[src/rtl/adcSeqPkg.sv]
package adcSeqPkg;

  typedef struct packed {
    logic grabHi;
    logic grabLo;
  } seqStrobes_t;

  typedef enum logic [2:0] {
    SQ_IDLE,
    SQ_ARM,
    SQ_UPPER,
    SQ_LOWER,
    SQ_DONE
  } seqState_t;

endpackage

[src/rtl/adcSeqCtrl.sv]
module adcSeqCtrl
  import adcSeqPkg::*;
#(
  parameter int CNT_W = 16
) (
  input  logic             clk,
  input  logic             rst,
  input  logic             enable,
  input  logic             timedMode,
  input  logic [CNT_W-1:0] cfgPeriod,
  input  logic [CNT_W-1:0] cfgLowWidth,
  input  logic [CNT_W-1:0] cfgQuiet,
  input  logic [CNT_W-1:0] cfgSettle,
  input  logic [CNT_W-1:0] cfgIsoDelay,
  input  logic             adcBusy,
  output logic             convstN,
  output logic             byteSel,
  output logic             cfgError,
  output seqStrobes_t      strobes
);

  localparam int EXT_W = CNT_W + 3;

  seqState_t        state;
  logic [CNT_W-1:0] tick;
  logic [CNT_W-1:0] stepCnt;
  logic [CNT_W-1:0] perL, lowL, quietL, settleL, isoL;
  logic             timedL;
  logic             prevBusy;
  logic             busySeen;

  // configuration check on the live inputs
  logic [EXT_W-1:0] needCycles;
  logic             cfgOk;
  always_comb begin
    needCycles = EXT_W'(cfgQuiet) + (EXT_W'(cfgIsoDelay) << 1)
               + EXT_W'(cfgSettle) + EXT_W'(4);
    cfgOk = (cfgLowWidth != '0) && (cfgLowWidth >= cfgQuiet) &&
            (cfgLowWidth < cfgPeriod) && (needCycles <= EXT_W'(cfgPeriod));
  end
  assign cfgError = !cfgOk;

  logic [CNT_W:0] tickNext;
  logic [CNT_W:0] loDelay;
  logic           periodReached;
  logic           fallNow;
  logic           armGo;
  logic           launch;

  always_comb begin
    tickNext      = {1'b0, tick} + (CNT_W+1)'(1);
    loDelay       = {1'b0, settleL} + {1'b0, isoL};
    periodReached = tickNext >= {1'b0, perL};
    fallNow       = prevBusy && !adcBusy;
    armGo         = (tick >= quietL) && (timedL || busySeen || fallNow);
    launch        = enable && cfgOk &&
                    ((state == SQ_IDLE) || ((state == SQ_DONE) && periodReached));
    strobes.grabHi = (state == SQ_UPPER) && (stepCnt == '0);
    strobes.grabLo = (state == SQ_LOWER) && (stepCnt == '0);
  end

  always_ff @(posedge clk) begin
    if (rst) begin
      state    <= SQ_IDLE;
      convstN  <= 1'b1;
      byteSel  <= 1'b0;
      tick     <= '0;
      stepCnt  <= '0;
      perL     <= '0;
      lowL     <= '0;
      quietL   <= '0;
      settleL  <= '0;
      isoL     <= '0;
      timedL   <= 1'b0;
      prevBusy <= 1'b0;
      busySeen <= 1'b0;
    end else begin
      prevBusy <= adcBusy;
      if (state != SQ_IDLE) begin
        if (tick != '1) tick <= tick + 1'b1;
        if (tickNext == {1'b0, lowL}) convstN <= 1'b1;
        if (fallNow) busySeen <= 1'b1;
      end
      case (state)
        SQ_ARM: begin
          if (armGo) begin
            state   <= SQ_UPPER;
            stepCnt <= isoL;
          end
        end
        SQ_UPPER: begin
          if (stepCnt == '0) begin
            byteSel <= 1'b1;
            stepCnt <= loDelay[CNT_W-1:0];
            state   <= SQ_LOWER;
          end else begin
            stepCnt <= stepCnt - 1'b1;
          end
        end
        SQ_LOWER: begin
          if (stepCnt == '0) begin
            byteSel <= 1'b0;
            state   <= SQ_DONE;
          end else begin
            stepCnt <= stepCnt - 1'b1;
          end
        end
        SQ_DONE: begin
          if (periodReached) state <= SQ_IDLE;
        end
        default: ;
      endcase
      if (launch) begin
        state    <= SQ_ARM;
        convstN  <= 1'b0;
        tick     <= '0;
        busySeen <= 1'b0;
        perL     <= cfgPeriod;
        lowL     <= cfgLowWidth;
        quietL   <= cfgQuiet;
        settleL  <= cfgSettle;
        isoL     <= cfgIsoDelay;
        timedL   <= timedMode;
      end
    end
  end

  assert_idle_convst_high_R2: assert property (@(posedge clk) disable iff (rst)
    (state == SQ_IDLE) |-> convstN);

  assert_quiet_bytesel_R4: assert property (@(posedge clk) disable iff (rst)
    ((state != SQ_IDLE) && (tick != '0) && (tick < quietL)) |-> $stable(byteSel));

  assert_quiet_convst_R4: assert property (@(posedge clk) disable iff (rst)
    ((state != SQ_IDLE) && (tick != '0) && (tick < quietL)) |-> $stable(convstN));

  assert_bytesel_low_at_start_R5: assert property (@(posedge clk) disable iff (rst)
    $fell(convstN) |-> !byteSel);

  assert_grab_hi_select_R5: assert property (@(posedge clk) disable iff (rst)
    strobes.grabHi |-> !byteSel);

  assert_grab_lo_select_R5: assert property (@(posedge clk) disable iff (rst)
    strobes.grabLo |-> byteSel);

  assert_busy_gate_R8: assert property (@(posedge clk) disable iff (rst)
    (strobes.grabHi && !timedL) |-> busySeen);

endmodule

[src/rtl/adcSeqData.sv]
module adcSeqData
  import adcSeqPkg::*;
#(
  parameter int BYTE_W = 8
) (
  input  logic                clk,
  input  logic                rst,
  input  seqStrobes_t         strobes,
  input  logic [BYTE_W-1:0]   adcData,
  input  logic                sampleAck,
  output logic [2*BYTE_W-1:0] sampleData,
  output logic                sampleValid,
  output logic                overrun
);

  logic [BYTE_W-1:0] hiByte;
  logic              pending;

  always_ff @(posedge clk) begin
    if (rst) begin
      hiByte      <= '0;
      sampleData  <= '0;
      sampleValid <= 1'b0;
      pending     <= 1'b0;
      overrun     <= 1'b0;
    end else begin
      sampleValid <= strobes.grabLo;
      if (strobes.grabHi) hiByte <= adcData;
      if (strobes.grabLo) sampleData <= {hiByte, adcData};
      pending <= strobes.grabLo || (pending && !sampleAck);
      if (strobes.grabLo && pending && !sampleAck) overrun <= 1'b1;
    end
  end

  assert_valid_single_R10: assert property (@(posedge clk) disable iff (rst)
    sampleValid |=> !sampleValid);

  assert_overrun_sticky_R10: assert property (@(posedge clk) disable iff (rst)
    overrun |=> overrun);

  assert_word_stable_R10: assert property (@(posedge clk) disable iff (rst)
    !strobes.grabLo |=> $stable(sampleData));

endmodule

[src/rtl/adcByteReader.sv]
module adcByteReader
  import adcSeqPkg::*;
#(
  parameter int CNT_W  = 16,
  parameter int BYTE_W = 8
) (
  input  logic                clk,
  input  logic                rst,
  input  logic                enable,
  input  logic                timedMode,
  input  logic [CNT_W-1:0]    cfgPeriod,
  input  logic [CNT_W-1:0]    cfgLowWidth,
  input  logic [CNT_W-1:0]    cfgQuiet,
  input  logic [CNT_W-1:0]    cfgSettle,
  input  logic [CNT_W-1:0]    cfgIsoDelay,
  input  logic                adcBusy,
  input  logic [BYTE_W-1:0]   adcData,
  input  logic                sampleAck,
  output logic                convstN,
  output logic                byteSel,
  output logic [2*BYTE_W-1:0] sampleData,
  output logic                sampleValid,
  output logic                overrun,
  output logic                cfgError
);

  seqStrobes_t strobes;

  adcSeqCtrl #(.CNT_W(CNT_W)) u_ctrl (
    .clk(clk), .rst(rst), .enable(enable), .timedMode(timedMode),
    .cfgPeriod(cfgPeriod), .cfgLowWidth(cfgLowWidth), .cfgQuiet(cfgQuiet),
    .cfgSettle(cfgSettle), .cfgIsoDelay(cfgIsoDelay), .adcBusy(adcBusy),
    .convstN(convstN), .byteSel(byteSel), .cfgError(cfgError), .strobes(strobes)
  );

  adcSeqData #(.BYTE_W(BYTE_W)) u_data (
    .clk(clk), .rst(rst), .strobes(strobes), .adcData(adcData),
    .sampleAck(sampleAck), .sampleData(sampleData),
    .sampleValid(sampleValid), .overrun(overrun)
  );

endmodule

[config.mk]
export PLATFORM = sky130hd
export DESIGN_NAME = adcByteReader
export DESIGN_NICKNAME = d
export VERILOG_FILES = /design/src/rtl/adcSeqPkg.sv /design/src/rtl/adcSeqCtrl.sv /design/src/rtl/adcSeqData.sv /design/src/rtl/adcByteReader.sv
export SDC_FILE = /design/constraint.sdc
export NUM_CORES = 1
export LEC_CHECK = 0
export ABC_AREA = 0
export BUFFER_PORTS_ARGS = -buffer_cell sky130_fd_sc_hd__buf_4
export CAP_MARGIN = 20
export CORE_MARGIN = 2
export CORE_UTILIZATION = 55
export CTS_CLUSTER_DIAMETER = 100
export DETAILED_ROUTE_END_ITERATION = 12
export GPL_TIMING_DRIVEN = 0
export PLACE_DENSITY = 0.75
export SYNTH_ARGS = -nofsm -noshare
export SYNTH_HDL_FRONTEND = slang
export SYNTH_SLANG_ARGS = --single-unit
[constraint.sdc]
create_clock -name clk -period 6.8 [get_ports clk]
set_clock_uncertainty 0.15 [all_clocks]
set_input_delay 0.68 -clock clk [delete_from_list [all_inputs] [get_ports clk]]
set_output_delay 0.68 -clock clk [all_outputs]
set_load 0.01 [all_outputs]
==> results.cfg <==
[global_route]
grt_max_degree = 18
grt.met2_usage_pct = 47.70
grt_use_total_pct = 29.61
busiest_layer = met2
grt-ovfl-total = 0
grt_pass1_vias = 9322
grtUsageMet3_pct = 6.003
grt_use_met1_pct = 39.59
grt_pass1_wl_um = 47090
antenna_found_initial = 0

[finish]
utilization_pct = 65.84
finalNonFillerCells = 1684
area_growth_pct = 16.69
register_area_um2 = 2943
antenna_cells = 0
multi_input_area_um2 = 7059
nets = 1651
drive_gt1_share_pct = 13.48
fill_cells = 1689

[yosys]
synth_warnings = 0
ys.flop_type = dfxtp_1
synth.top_cells.by_area = dfxtp_1, ha_1, mux2i_1, nor2_1, a21oi_1
synth_nets = 1518
synthesis.instances = 1278
synthDistinctLibCells = 69
synth_area_leader_cell = dfxtp_1
synthesis.area_um2 = 10630
synth_seq_area_share_pct = 27.70
synth_edf_count = 0
synth_async_sr_flop_share_pct = 0
syn_avg_cell_area_um2 = 8.314
yosys.area.top_type_share_pct = 27.70
synth_seq_cells = 147

[sta]
setup_viol = 0
fmax_ghz = 0.1563
finalHoldViolCount = 0
finalMaxSlewViolations = 0
fin_setup_tns_ns = 0
max_slew_margin_pct = 37.50
period_minus_slack_ns = 6.400
worstMarginPinSlew_ns = 0.9289
holdWs_ns = 0.3022
rsz0062_at_grt = false
period_share_pct = 94.11

[worst_setup_path]
worstSetupPathType = primary input to primary output
path_max_fanout = 4
slowest_stage = or4_1
regToRegStartpoint = u_ctrl.tick[0]$_SDFFE_PP0P_
regToRegEndpoint = u_ctrl.tick[7]$_SDFFE_PP0P_
arrival_ns = 5.57
cp_cell_sequence = buf_4 > ha_1 > inv_1 > fa_1 > nand2b_1 > a21oi_1 > o21ai_1 > o21ba_2 > xnor2_1 > ha_1 > ha_1 > or4_1 > a21oi_2 > o21a_1 > xnor2_1 > ha_1 > nand4_1 > nor4_1 > a221oi_1 > nor4b_2 > o211ai_1 > buf_4
rrSetupSlack_ns = 1.89
slowest_delay_ns = 0.54
critPathLaunchType = primary input
cp.required_ns = 5.97
endpoint = cfgError
crit_path_frequent_cell = ha_1
r2r_cells = 15
end_kind = primary output
critPathLaunch = cfgIsoDelay[0]

[worst_hold_path]
hold_path.class = register to register
hold_start = u_data.sampleData[9]$_SDFFE_PP0P_

[floorplan]
io_pins = 115
core.rowCount = 50
initial_core_util_pct = 56.43
die-area_um2 = 20450
die_h_um = 143.0
core_region_area_um2 = 18830
fp.dieW_um = 143.0

[drt]
vias_per_cell = 5.734
dr.first_iter.drc_count = 638
wl_per_cell_um = 17.43
wirelength_um = 29350
drc = 0
dr.pass1.iters = 5
antenna_left = 0
dr_total_vias = 9656

[place]
dpl.cell_count = 1651
hpwl_um = 23610
gp_congestion = 0.9452
portBuffers = 113

[clock_tree]
cts_tree = done
clock_path_buffers = 2
cts.clk_slew.worst_paths_ns = 0.07
cts_sinks = 147
postCtsHoldBufs = 0
cts_buffers = 17
htree_num_levels = 4
clock_latency_ns = 0.43
root_buffer = clkbuf_16

[flow_run]
maxCapViolations = 0

[pwr]
leakage_nw = 6.005
ir_drop_mv = 0.1801
powerDensity_nw_per_um2 = 217.2

[status]
outcome = finished clean
==> per-stage QoR <==
stage / setup WS [ns] / power, W / area (µm²)
2_1_floorplan: 1.121 / 0.001534 / 10630
4_1_cts: 0.06349 / 0.002690 / 12380
3_3_place_gp: 0.1397 / 0.001742 / 11800
3_5_place_dp: 0.05846 / 0.001759 / 11800
5_1_grt: 0.0006124 / 0.002841 / 12400
6_report: 0.4003 / 0.002693 / 12400
==> registers in the layout, summed over array words and instances (netlist names), 3 cells and up <==
name	flops
u_ctrl.tick	16
u_ctrl.stepCnt	16
u_data.hiByte	8
u_ctrl.isoL	16
u_ctrl.state	3
u_ctrl.quietL	16
u_ctrl.lowL	16
u_data.sampleData	16
u_ctrl.settleL	16
u_ctrl.perL	16
==> cell families (layout without fill, tap and decap cells) <==
group           Yosys count  after routing  synth area share, %
simple gates            404            404                17.83
compound gates          275            275                16.50
buf+inv                 140            286                5.923
mux                      82             82                7.725
flops                   147            147                27.70
fa+ha+maj               146            146                17.40
xor+xnor                 84             84                6.924
==> worst max-delay path, delay by kind of cell <==
family          cells  cell delay [ns]
simple gates        5             1.53
fa+ha+maj           5             1.39
compound gates      7             1.39
buf+inv             3             0.37
xor+xnor            2             0.20
==> worst min path at each step <==
stage,end,slack [ns],depth (start not counted)
2_1_floorplan,u_data.hiByte[0]$_SDFFE_PP0P_,0.28,2
3_3_place_gp,u_data.hiByte[7]$_SDFFE_PP0P_,0.29,2
3_5_place_dp,u_data.hiByte[7]$_SDFFE_PP0P_,0.29,2
4_1_cts,u_data.hiByte[7]$_SDFFE_PP0P_,0.30,2
5_1_grt,u_data.sampleData[14]$_SDFFE_PP0P_,0.32,2
6_report,u_data.sampleData[9]$_SDFFE_PP0P_,0.30,2
==> power breakdown <==
part	switching (W)	internal (W)	leakage, nW
clock	0.000444	0.000490	0.277
sequential	0.0000223	0.000885	1.18
combinational	0.000471	0.000382	4.54
==> layout make-up <==
cell class                      instances  share of cell area, %
Multi-Input combinational cell        991                  56.94
Sequential cell                       147                  23.74
Timing Repair Buffer                  114                  6.903
Clock buffer                           17                  3.431
Inverter                               95                  2.876
Tap cell                              260                  2.624
Buffer                                 45                  2.200
Clock inverter                         15                  1.292
==> layout by cell type (no fill, tap or decap), types with 6 or more instances in the layout <==
cell       instances
buf_6             12
nor3_1            21
inv_1             95
nand4_1           12
nor4_1            10
nor2_1           160
a21oi_1           99
and4_1             6
dfxtp_1          147
and3_1            10
a31o_2             6
clkbuf_16         17
xor2_1            29
a211oi_1          19
or3_1              6
nor2b_1           14
clkbuf_1          26
o21a_1            11
xnor2_1           55
nand2_1          104
buf_4            116
a31oi_1            7
o21ai_0           46
nand2b_1          17
o21bai_1           6
nand3_1           22
ha_1             143
a21o_1            27
mux2i_1           82
==> per-layer routing <==
| layer | vias to the layer above | routed length, µm |
|---|---|---|
| met5 | - | 0 |
| met4 | 0 | 719 |
| met3 | 46 | 2055 |
| met2 | 316 | 13460 |
| met1 | 4532 | 13120 |
| li1 | 4762 | - |
==> cells in the mapped netlist, types with 3 or more instances <==
cell	instances
nor2_1	160
dfxtp_1	147
ha_1	143
nand2_1	104
a21oi_1	99
inv_1	95
mux2i_1	82
xnor2_1	55
o21ai_0	47
xor2_1	29
a21o_1	27
clkbuf_1	26
nand3_1	22
nor3_1	21
a211oi_1	19
nand2b_1	17
nor2b_1	14
buf_6	12
nand4_1	12
o21a_1	11
and3_1	10
nor4_1	10
a31oi_1	7
a31o_2	6
and4_1	6
o21bai_1	6
or3_1	6
buf_2	5
a2111oi_0	4
a221oi_1	4
o211ai_1	4
o21ai_1	4
o31ai_1	4
or2_2	4
fa_1	3
nor3_2	3
o21ba_2	3
o22ai_1	3
or4_1	3
==> timing repair <==
item / in CTS / in global routing
resized for setup: 0 / 2
buffers inserted: 0 / 1
setup endpoints to repair: 0 / 11
No activity file was read; power rests on OpenSTA's default activity.
